`src/rtl/secded_pkg.sv`:
```
package secded_pkg;

  typedef enum logic [1:0] {
    ERR_NONE  = 2'd0,
    ERR_DATA  = 2'd1,
    ERR_ADDR  = 2'd2,
    ERR_CHECK = 2'd3
  } err_class_e;

  // Number of position checks needed for prot_w protected bits.
  function automatic int pos_bits(input int prot_w);
    int r;
    r = 1;
    while ((1 << r) < prot_w + r + 1) r++;
    return r;
  endfunction

  // Hamming position of protected bit k: (k+1)-th non-power-of-two from 3.
  function automatic int prot_pos(input int k);
    int p;
    int n;
    p = 2;
    n = -1;
    while (n < k) begin
      p++;
      if ((p & (p - 1)) != 0) n++;
    end
    return p;
  endfunction

  function automatic int floor_log2(input int v);
    int r;
    r = 0;
    for (int i = 0; i < 31; i++) if ((v >> i) > 1) r = i + 1;
    return r;
  endfunction

  function automatic bit is_pow2(input int v);
    return (v > 0) && ((v & (v - 1)) == 0);
  endfunction

  // Inverse of prot_pos for a non-power-of-two position p.
  function automatic int pos_to_prot(input int p);
    return p - 2 - floor_log2(p);
  endfunction

endpackage

```
`src/rtl/secded_check_gen.sv`:
```
module secded_check_gen
  import secded_pkg::*;
#(
  parameter int DATA_W = 128,
  parameter int ADDR_W = 18,
  localparam int PROT_W = DATA_W + ADDR_W,
  localparam int POS_W  = pos_bits(PROT_W)
) (
  input  logic [DATA_W-1:0] data,
  input  logic [ADDR_W-1:0] addr,
  output logic [POS_W-1:0]  pos_chk,
  output logic              prot_par
);

  logic [PROT_W-1:0] prot;
  logic [POS_W-1:0]  contrib [PROT_W];

  assign prot = {addr, data};

  generate
    for (genvar k = 0; k < PROT_W; k++) begin : g_bit
      localparam logic [POS_W-1:0] POS = POS_W'(prot_pos(k));
      assign contrib[k] = prot[k] ? POS : '0;
    end
  endgenerate

  always_comb begin
    pos_chk = '0;
    for (int k = 0; k < PROT_W; k++) pos_chk = pos_chk ^ contrib[k];
  end

  assign prot_par = ^prot;

endmodule

```
`src/rtl/secded_locate.sv`:
```
module secded_locate
  import secded_pkg::*;
#(
  parameter int DATA_W = 128,
  parameter int ADDR_W = 18,
  localparam int PROT_W = DATA_W + ADDR_W,
  localparam int POS_W  = pos_bits(PROT_W)
) (
  input  logic [POS_W-1:0] syndrome,
  input  logic             parity_fault,
  output err_class_e       err_class,
  output logic [POS_W-1:0] err_index,
  output logic             uncorr
);

  localparam int LAST_POS = PROT_W + POS_W;

  int syn_i;
  int k_i;

  always_comb begin
    syn_i     = int'(syndrome);
    k_i       = pos_to_prot(syn_i);
    err_class = ERR_NONE;
    err_index = '0;
    uncorr    = 1'b0;
    if (!parity_fault) begin
      if (syn_i != 0) uncorr = 1'b1;
    end else if (syn_i == 0) begin
      err_class = ERR_CHECK;
      err_index = POS_W'(POS_W);
    end else if (is_pow2(syn_i)) begin
      err_class = ERR_CHECK;
      err_index = POS_W'(floor_log2(syn_i));
    end else if (syn_i > LAST_POS) begin
      uncorr = 1'b1;
    end else if (k_i < DATA_W) begin
      err_class = ERR_DATA;
      err_index = POS_W'(k_i);
    end else begin
      err_class = ERR_ADDR;
      err_index = POS_W'(k_i - DATA_W);
    end
  end

endmodule

```
`src/rtl/secded_fix.sv`:
```
module secded_fix
  import secded_pkg::*;
#(
  parameter int DATA_W = 128,
  parameter int IDX_W  = 8
) (
  input  logic [DATA_W-1:0] data_in,
  input  err_class_e        err_class,
  input  logic [IDX_W-1:0]  err_index,
  output logic [DATA_W-1:0] data_out
);

  generate
    for (genvar j = 0; j < DATA_W; j++) begin : g_flip
      assign data_out[j] = data_in[j] ^
                           ((err_class == ERR_DATA) && (err_index == IDX_W'(j)));
    end
  endgenerate

endmodule

```
`src/rtl/secded_addr_codec.sv`:
```
module secded_addr_codec
  import secded_pkg::*;
#(
  parameter int DATA_W = 128,
  parameter int ADDR_W = 18,
  localparam int PROT_W = DATA_W + ADDR_W,
  localparam int POS_W  = pos_bits(PROT_W),
  localparam int CHK_W  = POS_W + 1
) (
  input  logic [DATA_W-1:0] enc_data,
  input  logic [ADDR_W-1:0] enc_addr,
  output logic [CHK_W-1:0]  enc_chk,
  input  logic [DATA_W-1:0] dec_data,
  input  logic [ADDR_W-1:0] dec_addr,
  input  logic [CHK_W-1:0]  dec_chk,
  output logic [DATA_W-1:0] dec_data_fix,
  output logic [1:0]        dec_class,
  output logic [POS_W-1:0]  dec_index,
  output logic              dec_uncorr
);

  logic [POS_W-1:0] enc_pos;
  logic             enc_par;
  logic [POS_W-1:0] calc_pos;
  logic             calc_par;
  logic [CHK_W-1:0] dec_chk_calc;
  logic [POS_W-1:0] syndrome;
  logic             parity_fault;
  err_class_e       cls;

  secded_check_gen #(.DATA_W(DATA_W), .ADDR_W(ADDR_W)) u_enc_gen (
    .data(enc_data), .addr(enc_addr), .pos_chk(enc_pos), .prot_par(enc_par)
  );

  assign enc_chk = {enc_par ^ (^enc_pos), enc_pos};

  secded_check_gen #(.DATA_W(DATA_W), .ADDR_W(ADDR_W)) u_dec_gen (
    .data(dec_data), .addr(dec_addr), .pos_chk(calc_pos), .prot_par(calc_par)
  );

  assign dec_chk_calc = {calc_par ^ (^calc_pos), calc_pos};
  assign syndrome     = calc_pos ^ dec_chk[POS_W-1:0];
  assign parity_fault = calc_par ^ (^dec_chk);

  secded_locate #(.DATA_W(DATA_W), .ADDR_W(ADDR_W)) u_locate (
    .syndrome(syndrome), .parity_fault(parity_fault),
    .err_class(cls), .err_index(dec_index), .uncorr(dec_uncorr)
  );

  secded_fix #(.DATA_W(DATA_W), .IDX_W(POS_W)) u_fix (
    .data_in(dec_data), .err_class(cls), .err_index(dec_index),
    .data_out(dec_data_fix)
  );

  assign dec_class = cls;

endmodule

```
`config.mk`:
```
export PLATFORM = sky130hd
export DESIGN_NAME = secded_addr_codec
export DESIGN_NICKNAME = d
export VERILOG_FILES = /design/src/rtl/secded_pkg.sv /design/src/rtl/secded_check_gen.sv /design/src/rtl/secded_locate.sv /design/src/rtl/secded_fix.sv /design/src/rtl/secded_addr_codec.sv
export SDC_FILE = /design/constraint.sdc
export NUM_CORES = 1
export LEC_CHECK = 0
export ABC_AREA = 1
export ABC_CLOCK_PERIOD_IN_PS = 11700
export CAP_MARGIN = 20
export CORE_UTILIZATION = 40
export DETAILED_ROUTE_END_ITERATION = 6
export PLACE_DENSITY_LB_ADDON = 0.25
export SETUP_SLACK_MARGIN = 0.02
export SLEW_MARGIN = 20
export SYNTH_ARGS = -nofsm -noshare
export SYNTH_HDL_FRONTEND = slang
export SYNTH_SLANG_ARGS = --single-unit
```
`constraint.sdc`:
```
create_clock -name vclk -period 11.7
set_clock_uncertainty 0.2 [all_clocks]
set_input_delay 1.17 -clock vclk [all_inputs]
set_output_delay 1.17 -clock vclk [all_outputs]
set_load 0.1 [all_outputs]
```
### Word level (Yosys, flattened, before mapping)

Index checks and enable logic that the tools add are counted.

* bits in registers: 0
* bits of input ports: 301
* output and inout bits: 148

* add/subtract/negate cells: 4
* order comparisons: 11
* equal/unequal tests: 128
* mux-type cells: 315
* bitwise operators: 422
* reductions and logical operators: 137

Operators with widths (count)
* $xor A8 B8 Y8: 291
* $mux W7: 126
* $eq A8 B7 Y1 const B: 64
* $mux W8: 57
* $mux W6: 62
* $reduce_xor A146 Y1: 2
* $eq A8 B6 Y1 const B: 32
* $mux W32: 7
* $mux W5: 30
* $xor A1 B1 Y1: 130
* $logic_and A1 B1 Y1: 129
* $eq A8 B5 Y1 const B: 16
* $eq A8 B4 Y1 const B: 8
* $mux W4: 14
* $and A9 B32 Y32: 1
* $eq A8 B3 Y1 const B: 4
* $logic_not A32 Y1: 1
* $lt A32 B9 Y1 const B: 1
* $sub A9 B32 Y32: 1
* $mux W3: 6
* $eq A8 B2 Y1 const B: 2
* $gt A8 B1 Y1 const B: 2
* $logic_not A8 Y1: 2
* $mux W2: 7
* 17 further kinds: 22

### Depth between registers and ports, before layout

* depth after elaboration: 166
* gate-level depth with buffers: 48
* depth with buffers taken out: 48

### By module

Synthesis repeated with hierarchy kept, for this count alone.

* cells, all modules: 3534
* area total of the unflattened synthesis: 17224.0 um^2

By module, submodules not included
* secded_check_gen: times used 2, cells each 1270, area an instance 6227.2 um^2, sequential area each 0.0 um^2
* secded_fix: times used 1, cells each 738, area an instance 3378.2 um^2, sequential area each 0.0 um^2
* secded_locate: times used 1, cells each 176, area an instance 1016.0 um^2, sequential area each 0.0 um^2
* secded_addr_codec: times used 1, cells each 80, area an instance 375.4 um^2, sequential area each 0.0 um^2

### Worst setup path after synthesis

Ideal clock, no wire load.

* path kind: input-to-output
* from: input port dec_addr[2]
* to: output port dec_data_fix[54]
* data arrival time: 7.071 ns
* path slack: 3.259 ns
* stages on the path: 36
* path buffers: 1
* path through: xnor2_1 > inv_1 > or2_2 > nand2_1 > xor2_1 > xnor2_2 > xor2_2 > inv_2 > nor3_2 > a31oi_1 > o21ai_1 > nand2_1 > nand2_1 > ha_1 > fa_1 > nor2_1 > nor3_2 > nand2_1 > nor2_2 > nand2_2 > ha_1 > nor4_1 > and3_1 > nand3_1 > nand2_1 > nand2_1 > nand2_1 > nand2_2 > nand2_2 > nand3_2 > nor2_4 > buf_4 > nand4_1 > nand2_1 > inv_1 > nor2_1

* cells in the longest elaborated chain, start to end: 37
* elaborated cells between the ends (all ways): 61
* those cells by class: add/sub: 4; order compare: 11; eq/ne: 2; mux: 19; bitwise: 20; reduce/logical: 5

RTL lines
* start, declared: RTL line secded_addr_codec.sv:14 `input logic [ADDR_W-1:0] dec_addr,`
* $mux W8: RTL line secded_check_gen.sv:23 `assign contrib[k] = prot[k] ? POS : '0;`
* $xor A8 B8 Y8 (16 in series): RTL line secded_check_gen.sv:29 `for (int k = 0; k < PROT_W; k++) pos_chk = pos_chk ^ contrib[k];`
* $xor A8 B8 Y8: RTL line secded_addr_codec.sv:42 `assign syndrome = calc_pos ^ dec_chk[POS_W-1:0];`
* $gt A8 B1 Y1: RTL line secded_pkg.sv:34 `for (int i = 0; i < 31; i++) if ((v >> i) > 1) r = i + 1;`
* $mux W1: RTL line secded_pkg.sv:34
* $mux W32 (7 in series): RTL line secded_pkg.sv:34
* $sub A9 B32 Y32: RTL line secded_pkg.sv:44 `return p - 2 - floor_log2(p);`
* $lt A32 B9 Y1 or $sub A8 B8 Y8 (tied branches): RTL line secded_locate.sv:37, secded_locate.sv:42
* $mux W8 or $mux W2 (tied branches): RTL line secded_locate.sv:37 `end else if (k_i < DATA_W) begin`
* $mux W8 or $mux W2 (tied branches): RTL line secded_locate.sv:35 `end else if (syn_i > LAST_POS) begin`
* $mux W8 or $mux W2 (tied branches): RTL line secded_locate.sv:32 `end else if (is_pow2(syn_i)) begin`
* $mux W8 or $mux W2 (tied branches): RTL line secded_locate.sv:29 `end else if (syn_i == 0) begin`
* $mux W8 or $mux W2 (tied branches): RTL line secded_locate.sv:27 `if (!parity_fault) begin`
* $eq A8 B6 Y1 or $eq A2 B1 Y1 (tied branches): RTL line secded_fix.sv:16 `((err_class == ERR_DATA) && (err_index == IDX_W'(j)));`
* $logic_and A1 B1 Y1 (*): RTL line secded_fix.sv:16
* $xor A1 B1 Y1 (*): RTL line secded_fix.sv:15 `assign data_out[j] = data_in[j] ^`
* end, declared: RTL line secded_addr_codec.sv:16 `output logic [DATA_W-1:0] dec_data_fix,`

Mark *: on every way between the ends. The rest lies on a longest branch, timed or not.

### Worst setup path in the final report

* from: input port dec_data[122]
* to: output port dec_data_fix[116]

* cells in the longest elaborated chain, start to end: 45
* elaborated cells between the ends (all ways): 69
* those cells by class: add/sub: 4; order compare: 11; eq/ne: 2; mux: 19; bitwise: 28; reduce/logical: 5

RTL lines
* start, declared: RTL line secded_addr_codec.sv:13 `input logic [DATA_W-1:0] dec_data,`
* $mux W8: RTL line secded_check_gen.sv:23
* $xor A8 B8 Y8 (24 in series): RTL line secded_check_gen.sv:29
* $xor A8 B8 Y8: RTL line secded_addr_codec.sv:42
* $gt A8 B1 Y1: RTL line secded_pkg.sv:34
* $mux W1: RTL line secded_pkg.sv:34
* $mux W32 (7 in series): RTL line secded_pkg.sv:34
* $sub A9 B32 Y32: RTL line secded_pkg.sv:44
* $lt A32 B9 Y1 or $sub A8 B8 Y8 (tied branches): RTL line secded_locate.sv:37, secded_locate.sv:42
* $mux W8 or $mux W2 (tied branches): RTL line secded_locate.sv:37
* $mux W8 or $mux W2 (tied branches): RTL line secded_locate.sv:35
* $mux W8 or $mux W2 (tied branches): RTL line secded_locate.sv:32
* $mux W8 or $mux W2 (tied branches): RTL line secded_locate.sv:29
* $mux W8 or $mux W2 (tied branches): RTL line secded_locate.sv:27
* $eq A8 B7 Y1 or $eq A2 B1 Y1 (tied branches): RTL line secded_fix.sv:16
* $logic_and A1 B1 Y1 (*): RTL line secded_fix.sv:16
* $xor A1 B1 Y1 (*): RTL line secded_fix.sv:15

Marks and branches as above.

==> flow_metrics.py <==
metrics = {
    "outcome": {
        "outcome": "finished clean",
    },
    "floorplanning": {
        "initial_core_util_pct": 40.6,
        "num_rows": 66,
        "core_area_sq_um": 32500,
        "die_x_microns": 184,
        "die-area_sq_um": 33700,
        "io_pins": 449,
        "fp.dieH_microns": 184,
    },
    "clock_tree": {
        "cts_setup_buffers": 0,
        "ctsResizeCount": 0,
        "ctsHoldBuffers": 0,
    },
    "global_route": {
        "grt_use_total_pct": 34.1,
        "grt_pass1_vias": 15200,
        "grt_pass1_wl_microns": 87100,
        "grt_overflow": 0,
        "grt_max_degree": 129,
        "antenna_found_initial": 4,
    },
    "setup_path": {
        "cp-start-kind": "input pin",
        "end_kind": "output pin",
        "path_class": "input pin to output pin",
        "cp.required_ps": 10330,
        "cp_top_family": "simple AND/OR/NAND/NOR gates",
        "crit_path_start": "dec_data[122]",
        "max_stage_delay_ps": 1130,
        "worst-path-buf-inv": 5,
        "cp.arrival_ps": 9280,
        "crit_slowest_cell": "clkdlybuf4s50_1",
        "crit_top_cell": "nand2_1",
        "path_max_fanout": 27,
    },
    "logic_synthesis": {
        "syn_inst": 2359,
        "synth_fp_nets": 2676,
        "yosysSeqAreaShare_pct": 0,
        "avgSynthCellArea_sq_um": 5.59,
        "ys_types": 43,
        "ys.warnings.count": 0,
        "syn_area_sq_um": 13200,
    },
    "timing": {
        "layout_setup_ws_ps": 1050,
        "fmax_ghz": 0.0939,
        "finalCritPeriodShare_pct": 91.0,
        "hold_viol": 0,
        "max_slew_margin_pct": 12.9,
        "drv_slew": 0,
        "setup_viol": 0,
        "period_needed_ps": 10650,
        "rsz0062_at_grt": "no",
        "setup_tns_ps": 0,
        "tightest_slew_ps": 1310,
    },
    "detailed_routing": {
        "avgViaCountPerCell": 5.08,
        "top_layer_used": "met5",
        "dr_wl_met2_microns": 29500,
        "wl_met1_microns": 22300,
        "dr.first_iter.drc_count": 1136,
        "dr_wl_met3_microns": 4780,
        "drtAntennaViolNets": 0,
        "via_count": 16200,
        "drc": 0,
        "wirelength_microns": 60000,
        "dr.pass1.iters": 7,
        "drt-wirelength-per-cell_microns": 18.8,
    },
    "cells_and_area": {
        "drive_gt1_share_pct": 5.31,
        "final_cell_mix": "nand2_1 (844), clkdlybuf4s50_1 (413), xnor2_1 (346)",
        "layout_commonest_cell": "nand2_1",
        "clkbuf_count": 0,
        "fill_cells": 3342,
        "syn_to_final_growth_pct": 35.2,
        "fin_nets": 3068,
        "nFlopsAndLatches": 0,
        "regArea_sq_um": 0,
        "multiInputGateArea_sq_um": 11600,
    },
    "hold_path": {
        "min_from": "dec_data[110]",
        "hold_class": "input pin to output pin",
    },
    "place": {
        "preCtsSetupSlack_ps": 1250,
        "port-buffer-count": 449,
        "dpl.hpwl_microns": 51400,
        "globalplace.congestion": 1.05,
    },
    "run": {
        "drv_cap": 0,
    },
}
==> per-stage QoR <==
stage | util, % | cells | instance area, sq um | hold WS, ps
5_1_grt | 54.9 | 3193 | 17800 | 2980
4_1_cts | 54.9 | 3191 | 17800 | 2970
2_1_floorplan | - | 2359 | 13200 | 2610
3_5_place_dp | 54.9 | 3191 | 17800 | 2970
6_report | 54.9 | 3193 | 17800 | 2970
3_3_place_gp | 54.9 | 3191 | 17800 | 2950
==> Yosys cell counts, drive strengths merged (2+ instances only) <==
cell type,number,area (sq um)
o21ai,38,190
buf,65,433
ha,15,188
xnor2,349,3080
nor4,3,18.8
nor3,2,20.0
nor2,142,632
nand4,105,657
a21oi,9,63.8
nand3,172,926
inv,303,1140
nand2,862,3300
nand3b,12,90.1
xor2,260,2300
or2,4,25.0
clkbuf,9,37.5
==> routing by layer <==
| layer | up-vias | global-route usage, % |
|---|---|---|
| li1 | 8013 | - |
| met1 | 7332 | 38.0 |
| met2 | 738 | 62.6 |
| met3 | 140 | 5.01 |
| met4 | 4 | 17.4 |
| met5 | - | 0 |
==> kinds of logic after synthesis <==
family | count (synthesis) | synth area share [%]
buf+inv | 378 | 12.2
fa+ha+maj | 16 | 1.58
compound gates | 51 | 2.15
xor+xnor | 609 | 40.8
simple gates | 1305 | 43.2
==> final timing paths <==
kind	to	slack (ps)	cells after the start
worst min-delay path	dec_data_fix[110]	2970	4
worst max-delay path	dec_data_fix[116]	1050	35
==> layout make-up <==
class              instances  area share [%]
inverters                304            6.40
well taps                442            3.10
multi-input cells       1981            65.1
repair buffers           464            25.4
diodes                     2          0.0281
Power is left out: the tool's default activity adds up to more than one toggle a clock period on the data nets, which glitch-free logic cannot reach.
